File: src/rtl/belt_pkg.sv
package belt_pkg;
  localparam int DEPTH  = 32;
  localparam int GEN_W  = 2;
  localparam int DATA_W = 32;
  localparam int IDX_W  = $clog2(DEPTH);
  localparam int SEQ_W  = IDX_W + 1;
  localparam int DIST_W = IDX_W + 1;

  typedef logic [IDX_W-1:0]  idx_t;
  typedef logic [SEQ_W-1:0]  seq_t;
  typedef logic [DIST_W-1:0] dist_t;
  typedef logic [GEN_W-1:0]  gen_t;
  typedef logic [DATA_W-1:0] data_t;

  // slot reached by walking n results back from allocation count s
  function automatic idx_t ref_slot(seq_t s, dist_t n);
    seq_t back;
    back = s - seq_t'(n);
    return back[IDX_W-1:0];
  endfunction

  // distance outside 1..DEPTH
  function automatic logic ref_bad(dist_t n);
    return (n == '0) || (int'(n) > DEPTH);
  endfunction

  // number of allocations from older to newer
  function automatic seq_t span(seq_t newer, seq_t older);
    return newer - older;
  endfunction

  // slot lies in the cnt allocations starting at base
  function automatic logic in_span(idx_t slot, seq_t base, seq_t cnt);
    idx_t off;
    off = slot - base[IDX_W-1:0];
    return {1'b0, off} < cnt;
  endfunction
endpackage

File: src/rtl/belt_seq_ctrl.sv
module belt_seq_ctrl
  import belt_pkg::*;
#(
  parameter int NUM_CHK = 4,
  localparam int CHK_W  = (NUM_CHK > 1) ? $clog2(NUM_CHK) : 1
) (
  input  logic             clk,
  input  logic             rst_n,
  input  logic             alloc_i,
  input  logic             retire_i,
  input  logic             save_i,
  input  logic [CHK_W-1:0] save_id_i,
  input  logic             restore_i,
  input  logic [CHK_W-1:0] restore_id_i,
  output seq_t             seq_o,
  output seq_t             in_flight_o,
  output logic             restore_fire_o,
  output seq_t             kill_base_o,
  output seq_t             kill_cnt_o
);
  seq_t seq_q;
  seq_t ret_q;
  seq_t chk_q [NUM_CHK];
  logic retire_fire;

  assign seq_o          = seq_q;
  assign in_flight_o    = span(seq_q, ret_q);
  assign restore_fire_o = restore_i;
  assign kill_base_o    = chk_q[restore_id_i];
  assign kill_cnt_o     = span(seq_q, kill_base_o);
  assign retire_fire    = retire_i && (seq_q != ret_q);

  always_ff @(posedge clk or negedge rst_n) begin
    if (!rst_n) begin
      seq_q <= '0;
      ret_q <= '0;
      for (int i = 0; i < NUM_CHK; i++) chk_q[i] <= '0;
    end else begin
      if (restore_i)    seq_q <= kill_base_o;
      else if (alloc_i) seq_q <= seq_q + 1'b1;
      if (retire_fire)  ret_q <= ret_q + 1'b1;
      if (save_i && !restore_i) chk_q[save_id_i] <= seq_q;
    end
  end
endmodule

File: src/rtl/belt_slot_array.sv
module belt_slot_array
  import belt_pkg::*;
(
  input  logic             clk,
  input  logic             rst_n,
  input  logic             alloc_i,
  input  idx_t             alloc_slot_i,
  input  logic             kill_i,
  input  seq_t             kill_base_i,
  input  seq_t             kill_cnt_i,
  input  logic             cmp_valid_i,
  input  idx_t             cmp_slot_i,
  input  gen_t             cmp_gen_i,
  input  data_t            cmp_data_i,
  output logic [DEPTH-1:0] valid_o,
  output gen_t             gen_o  [DEPTH],
  output data_t            data_o [DEPTH],
  output logic             cmp_accept_o
);
  logic [DEPTH-1:0] wr_vec;

  for (genvar g = 0; g < DEPTH; g++) begin : g_slot
    logic  kill_g, alloc_g;
    logic  valid_q;
    gen_t  gen_q;
    data_t data_q;

    assign kill_g    = kill_i && in_span(idx_t'(g), kill_base_i, kill_cnt_i);
    assign alloc_g   = alloc_i && (alloc_slot_i == idx_t'(g));
    assign wr_vec[g] = cmp_valid_i && (cmp_slot_i == idx_t'(g)) &&
                       (cmp_gen_i == gen_q) && !kill_g && !alloc_g;

    always_ff @(posedge clk or negedge rst_n) begin
      if (!rst_n) begin
        valid_q <= 1'b0;
        gen_q   <= '0;
        data_q  <= '0;
      end else if (kill_g || alloc_g) begin
        valid_q <= 1'b0;
        gen_q   <= gen_q + 1'b1;
      end else if (wr_vec[g]) begin
        valid_q <= 1'b1;
        data_q  <= cmp_data_i;
      end
    end

    assign valid_o[g] = valid_q;
    assign gen_o[g]   = gen_q;
    assign data_o[g]  = data_q;
  end

  assign cmp_accept_o = |wr_vec;
endmodule

File: src/rtl/belt_src_lookup.sv
module belt_src_lookup
  import belt_pkg::*;
(
  input  seq_t             seq_i,
  input  dist_t            dist_i,
  input  logic [DEPTH-1:0] valid_i,
  input  data_t            data_i [DEPTH],
  output idx_t             slot_o,
  output logic             ready_o,
  output logic             err_o,
  output data_t            data_o
);
  assign slot_o  = ref_slot(seq_i, dist_i);
  assign err_o   = ref_bad(dist_i);
  assign ready_o = valid_i[slot_o] && !err_o;
  assign data_o  = data_i[slot_o];
endmodule

File: src/rtl/belt_rename_unit.sv
module belt_rename_unit
  import belt_pkg::*;
#(
  parameter int NUM_CHK = 4,
  localparam int CHK_W  = (NUM_CHK > 1) ? $clog2(NUM_CHK) : 1
) (
  input  logic              clk,
  input  logic              rst_n,
  input  logic              dec_valid,
  input  logic              dec_produces,
  input  logic [DIST_W-1:0] dec_src0_dist,
  input  logic [DIST_W-1:0] dec_src1_dist,
  output logic              dec_ready,
  output logic [IDX_W-1:0]  dec_dst_slot,
  output logic [GEN_W-1:0]  dec_dst_gen,
  output logic [IDX_W-1:0]  src0_slot,
  output logic              src0_ready,
  output logic              src0_err,
  output logic [DATA_W-1:0] src0_data,
  output logic [IDX_W-1:0]  src1_slot,
  output logic              src1_ready,
  output logic              src1_err,
  output logic [DATA_W-1:0] src1_data,
  input  logic              cmp_valid,
  input  logic [IDX_W-1:0]  cmp_slot,
  input  logic [GEN_W-1:0]  cmp_gen,
  input  logic [DATA_W-1:0] cmp_data,
  input  logic              ret_valid,
  input  logic              chk_save,
  input  logic [CHK_W-1:0]  chk_save_id,
  input  logic              chk_restore,
  input  logic [CHK_W-1:0]  chk_restore_id
);
  seq_t             seq;
  seq_t             in_flight;
  logic             pool_full;
  logic             alloc_fire;
  logic             restore_fire;
  seq_t             kill_base;
  seq_t             kill_cnt;
  logic             cmp_accept;
  logic [DEPTH-1:0] valid_vec;
  gen_t             gen_arr  [DEPTH];
  data_t            data_arr [DEPTH];

  assign pool_full    = (in_flight == seq_t'(DEPTH));
  assign dec_ready    = !pool_full && !chk_restore;
  assign alloc_fire   = dec_valid && dec_ready && dec_produces;
  assign dec_dst_slot = seq[IDX_W-1:0];
  assign dec_dst_gen  = gen_arr[dec_dst_slot] + 1'b1;

  belt_seq_ctrl #(.NUM_CHK(NUM_CHK)) u_seq (
    .clk            (clk),
    .rst_n          (rst_n),
    .alloc_i        (alloc_fire),
    .retire_i       (ret_valid),
    .save_i         (chk_save),
    .save_id_i      (chk_save_id),
    .restore_i      (chk_restore),
    .restore_id_i   (chk_restore_id),
    .seq_o          (seq),
    .in_flight_o    (in_flight),
    .restore_fire_o (restore_fire),
    .kill_base_o    (kill_base),
    .kill_cnt_o     (kill_cnt)
  );

  belt_slot_array u_slots (
    .clk          (clk),
    .rst_n        (rst_n),
    .alloc_i      (alloc_fire),
    .alloc_slot_i (dec_dst_slot),
    .kill_i       (restore_fire),
    .kill_base_i  (kill_base),
    .kill_cnt_i   (kill_cnt),
    .cmp_valid_i  (cmp_valid),
    .cmp_slot_i   (cmp_slot),
    .cmp_gen_i    (cmp_gen),
    .cmp_data_i   (cmp_data),
    .valid_o      (valid_vec),
    .gen_o        (gen_arr),
    .data_o       (data_arr),
    .cmp_accept_o (cmp_accept)
  );

  belt_src_lookup u_src0 (
    .seq_i   (seq),
    .dist_i  (dec_src0_dist),
    .valid_i (valid_vec),
    .data_i  (data_arr),
    .slot_o  (src0_slot),
    .ready_o (src0_ready),
    .err_o   (src0_err),
    .data_o  (src0_data)
  );

  belt_src_lookup u_src1 (
    .seq_i   (seq),
    .dist_i  (dec_src1_dist),
    .valid_i (valid_vec),
    .data_i  (data_arr),
    .slot_o  (src1_slot),
    .ready_o (src1_ready),
    .err_o   (src1_err),
    .data_o  (src1_data)
  );
endmodule

File: config.mk
export PLATFORM = sky130hd
export DESIGN_NAME = belt_rename_unit
export DESIGN_NICKNAME = d
export VERILOG_FILES = /design/src/rtl/belt_pkg.sv /design/src/rtl/belt_seq_ctrl.sv /design/src/rtl/belt_slot_array.sv /design/src/rtl/belt_src_lookup.sv /design/src/rtl/belt_rename_unit.sv
export SDC_FILE = /design/constraint.sdc
export NUM_CORES = 2
export LEC_CHECK = 0
export BUFFER_PORTS_ARGS = -buffer_cell sky130_fd_sc_hd__clkbuf_2
export CAP_MARGIN = 40
export CORE_AREA = 2 2 366 368
export CTS_CLUSTER_DIAMETER = 50
export DETAILED_ROUTE_END_ITERATION = 10
export DIE_AREA = 0 0 368 370
export PLACE_DENSITY = 0.66
export RECOVER_POWER = 50
export SYNTH_ARGS = -nofsm -noshare
export SYNTH_HDL_FRONTEND = slang
export SYNTH_HIERARCHICAL = 1
export SYNTH_SLANG_ARGS = --single-unit
File: constraint.sdc
create_clock -name clk -period 16.8 [get_ports clk]
set_input_delay 5.04 -clock clk [delete_from_list [all_inputs] [get_ports clk]]
set_output_delay 5.04 -clock clk [all_outputs]
set_load 0.02 [all_outputs]
==> results.sh <==
export IMPL_cp_slowest_cell="fa_4"
export IMPL_synthesis_nets=4431
export IMPL_dieArea_sq_um=136000
export IMPL_ctsLongestPathBuffers=3
export IMPL_cts_hold_buf=0
export IMPL_utilization_pct=55.0
export IMPL_setup_viol=0
export IMPL_synthToLayoutAreaGrowth_pct=10.9
export IMPL_clk_latency_ns=0.77
export IMPL_rsz0062_at_grt="no"
export IMPL_crit_path_max_incr_delay_ns=1.20
export IMPL_regArea_sq_um=28900
export IMPL_status="complete, but fails checks"
export IMPL_numCtsBuffers=142
export IMPL_die_w_microns=368
export IMPL_postSynthCellCount=4272
export IMPL_fin_crit_sh_pct=82.2
export IMPL_worst_endpoint_required_ns=11.76
export IMPL_finClkSkew_ns=0.0236
export IMPL_crit_fanout=111
export IMPL_tns_ns=0
export IMPL_cts_root_buf="clkbuf_16"
export IMPL_crit_end="src0_data[3]"
export IMPL_wl_microns=183000
export IMPL_dp_hpwl_microns=108000
export IMPL_cts_sinks=1156
export IMPL_min_period_ns=13.81
export IMPL_n_fill_cell=10671
export IMPL_globalRoute_totalOverflow=0
export IMPL_preCtsSetupSlack_ns=3.00
export IMPL_vias=39578
export IMPL_cap_viol_max_count=16
export IMPL_cp_startpoint="dec_src0_dist[0]"
export IMPL_die_h_microns=370
export IMPL_yosysWarnings=6
export IMPL_drtAntennaViolNets=0
export IMPL_violations="capacitance limit, slew limit"
export IMPL_hold_viol=0
export IMPL_grt_pass1_vias=41535
export IMPL_cp_depth=9
export IMPL_reg2regPathDepth=16
export IMPL_multiInputGateArea_sq_um=34300
export IMPL_ios=149
export IMPL_ctsResizeCount=0
export IMPL_drc=0
export IMPL_grt_antenna_before_repair=5
export IMPL_r2r_slack_ns=8.50
export IMPL_worstPathArrival_ns=8.77
export IMPL_grt_max_degree=160
export IMPL_routed_via_density=6.45
export IMPL_critPathTopFamily="adder cells"
export IMPL_worst_pin_slew_ns=5.22
export IMPL_path_clk_slew_ns=0.05
export IMPL_p_total_w=0.0121
export IMPL_drive_above_1_share_pct=52.6
export IMPL_portBuffers=148
export IMPL_startpoint_type="input port"
export IMPL_gp_congestion=0.857
export IMPL_avgRoutedWirePerCell_microns=29.8
export IMPL_critPathBufInv=4
export IMPL_slew_violations=720
export IMPL_nets=4416
export IMPL_finalWorstSetupSlack_ns=2.99
export IMPL_power_leakage_nw=32.7
export IMPL_fp_row_count=134
export IMPL_post_cts_buffers=0
export IMPL_htreeDepth=4
export IMPL_core_area_sq_um=132000
export IMPL_hold_path_class="flip-flop to flip-flop"
export IMPL_vdd_drop_max_uv=232
export IMPL_synth_cell_area_sq_um=65700
export IMPL_cts_tree="built"
export IMPL_dr_pass1_iters=5
export IMPL_crit_type="input port to output pin"
export IMPL_start_util_pct=49.6
export IMPL_grt_usage_pct=27.3
export IMPL_syn_area_per_cell_sq_um=15.4
export IMPL_r2r_end="u_slots/g_slot[23].data_q[17]"
export IMPL_reg2reg_from="u_seq/seq_o[1]"
export IMPL_crit_path_cell_trace="clkbuf_2 -> ha_4 -> inv_1 -> fa_4 -> buf_12 -> mux4_2 -> mux4_2 -> mux2_2 -> clkbuf_2"
export IMPL_clock_fmax_ghz=0.0724
export IMPL_drt_iter0_drc=3277
export IMPL_grt_pass1_wl_microns=276000
export IMPL_power_density_nw_per_um2=166
export IMPL_slew_headroom_pct=-248
export IMPL_worst_setup_path_end_kind="output pin"
how the worst min path moves through the flow:
| stage | startpoint | endpoint | slack [ns] | cells past startpoint |
|---|---|---|---|---|
| final | u_seq/chk_q[20] | u_seq/chk_q[20] | 0.48 | 1 |
| after global routing | u_seq/chk_q[6] | u_seq/chk_q[6] | 0.52 | 1 |
| after CTS | u_seq/chk_q[1] | u_seq/chk_q[1] | 0.49 | 2 |
| after detailed placement | u_seq/chk_q[1] | u_seq/chk_q[1] | 0.47 | 2 |
| after global placement | u_seq/chk_q[0] | u_seq/chk_q[0] | 0.46 | 2 |
| after floorplan | u_seq/chk_q[0] | u_seq/chk_q[0] | 0.44 | 2 |
cell usage in the layout (no fill, tap or decap), types with 59 or more instances in the layout:
master     count
clkbuf_16    149
clkbuf_2     145
dfrtp_1     1155
ha_1          90
inv_1        101
mux2_2      1069
mux4_2       660
nand2_1       70
xnor2_1      111
xor2_1        59
state kept, by name, summed over array words and instances, names as in the netlist:
signal / count
u_slots/g_slot.data_q: 1024
u_slots/g_slot.gen_q: 64
u_slots/g_slot.valid_q: 32
u_seq/chk_q: 24
u_seq/ret_q: 6
u_seq/seq_o: 6
area by class of cell:
| cell class | instances | share of cell area (%) |
|---|---|---|
| inverters | 105 | 0.541 |
| diodes | 1 | 0.00343 |
| clock buffers | 198 | 5.72 |
| clock inverters | 56 | 0.843 |
| multi-input cells | 2594 | 47.0 |
| repair buffers | 258 | 3.17 |
| well taps | 1768 | 3.03 |
| flip-flops and latches | 1156 | 39.7 |
worst reg2reg max path, delay by kind of cell (launching register included):
family | cells | cell delay (ns)
muxes | 1 | 0.44
AOI/OAI and AO/OA | 4 | 0.66
and+or+nand+nor | 2 | 0.78
adders and majority gates | 2 | 1.01
DFF | 1 | 0.42
buffers and inverters | 6 | 4.73
xor gates and xnor gates | 1 | 0.13
routing by layer:
| layer | track usage (%) | wire length, microns | vias to the layer above |
|---|---|---|---|
| met5 | 0 | 38 | - |
| met4 | 10.4 | 6590 | 6 |
| met2 | 43.4 | 87100 | 1275 |
| met1 | 38.0 | 77800 | 21545 |
| met3 | 4.55 | 11200 | 362 |
| li1 | - | - | 16390 |
power breakdown:
part	internal, W	switching, W	total (W)
clock network	0.00188	0.00123	0.00311
registers	0.00346	0.000518	0.00398
logic	0.00253	0.00249	0.00502
metrics by stage:
step	cells	hold slack, ns	cell area (sq um)
final	6136	0.481	72900
after global placement	5845	0.463	67300
after floorplan	4272	0.442	65700
after CTS	6135	0.485	73100
after detailed placement	5881	0.473	68300
after global routing	6136	0.516	72900
Note: power is estimated with default switching activity, not from simulation.
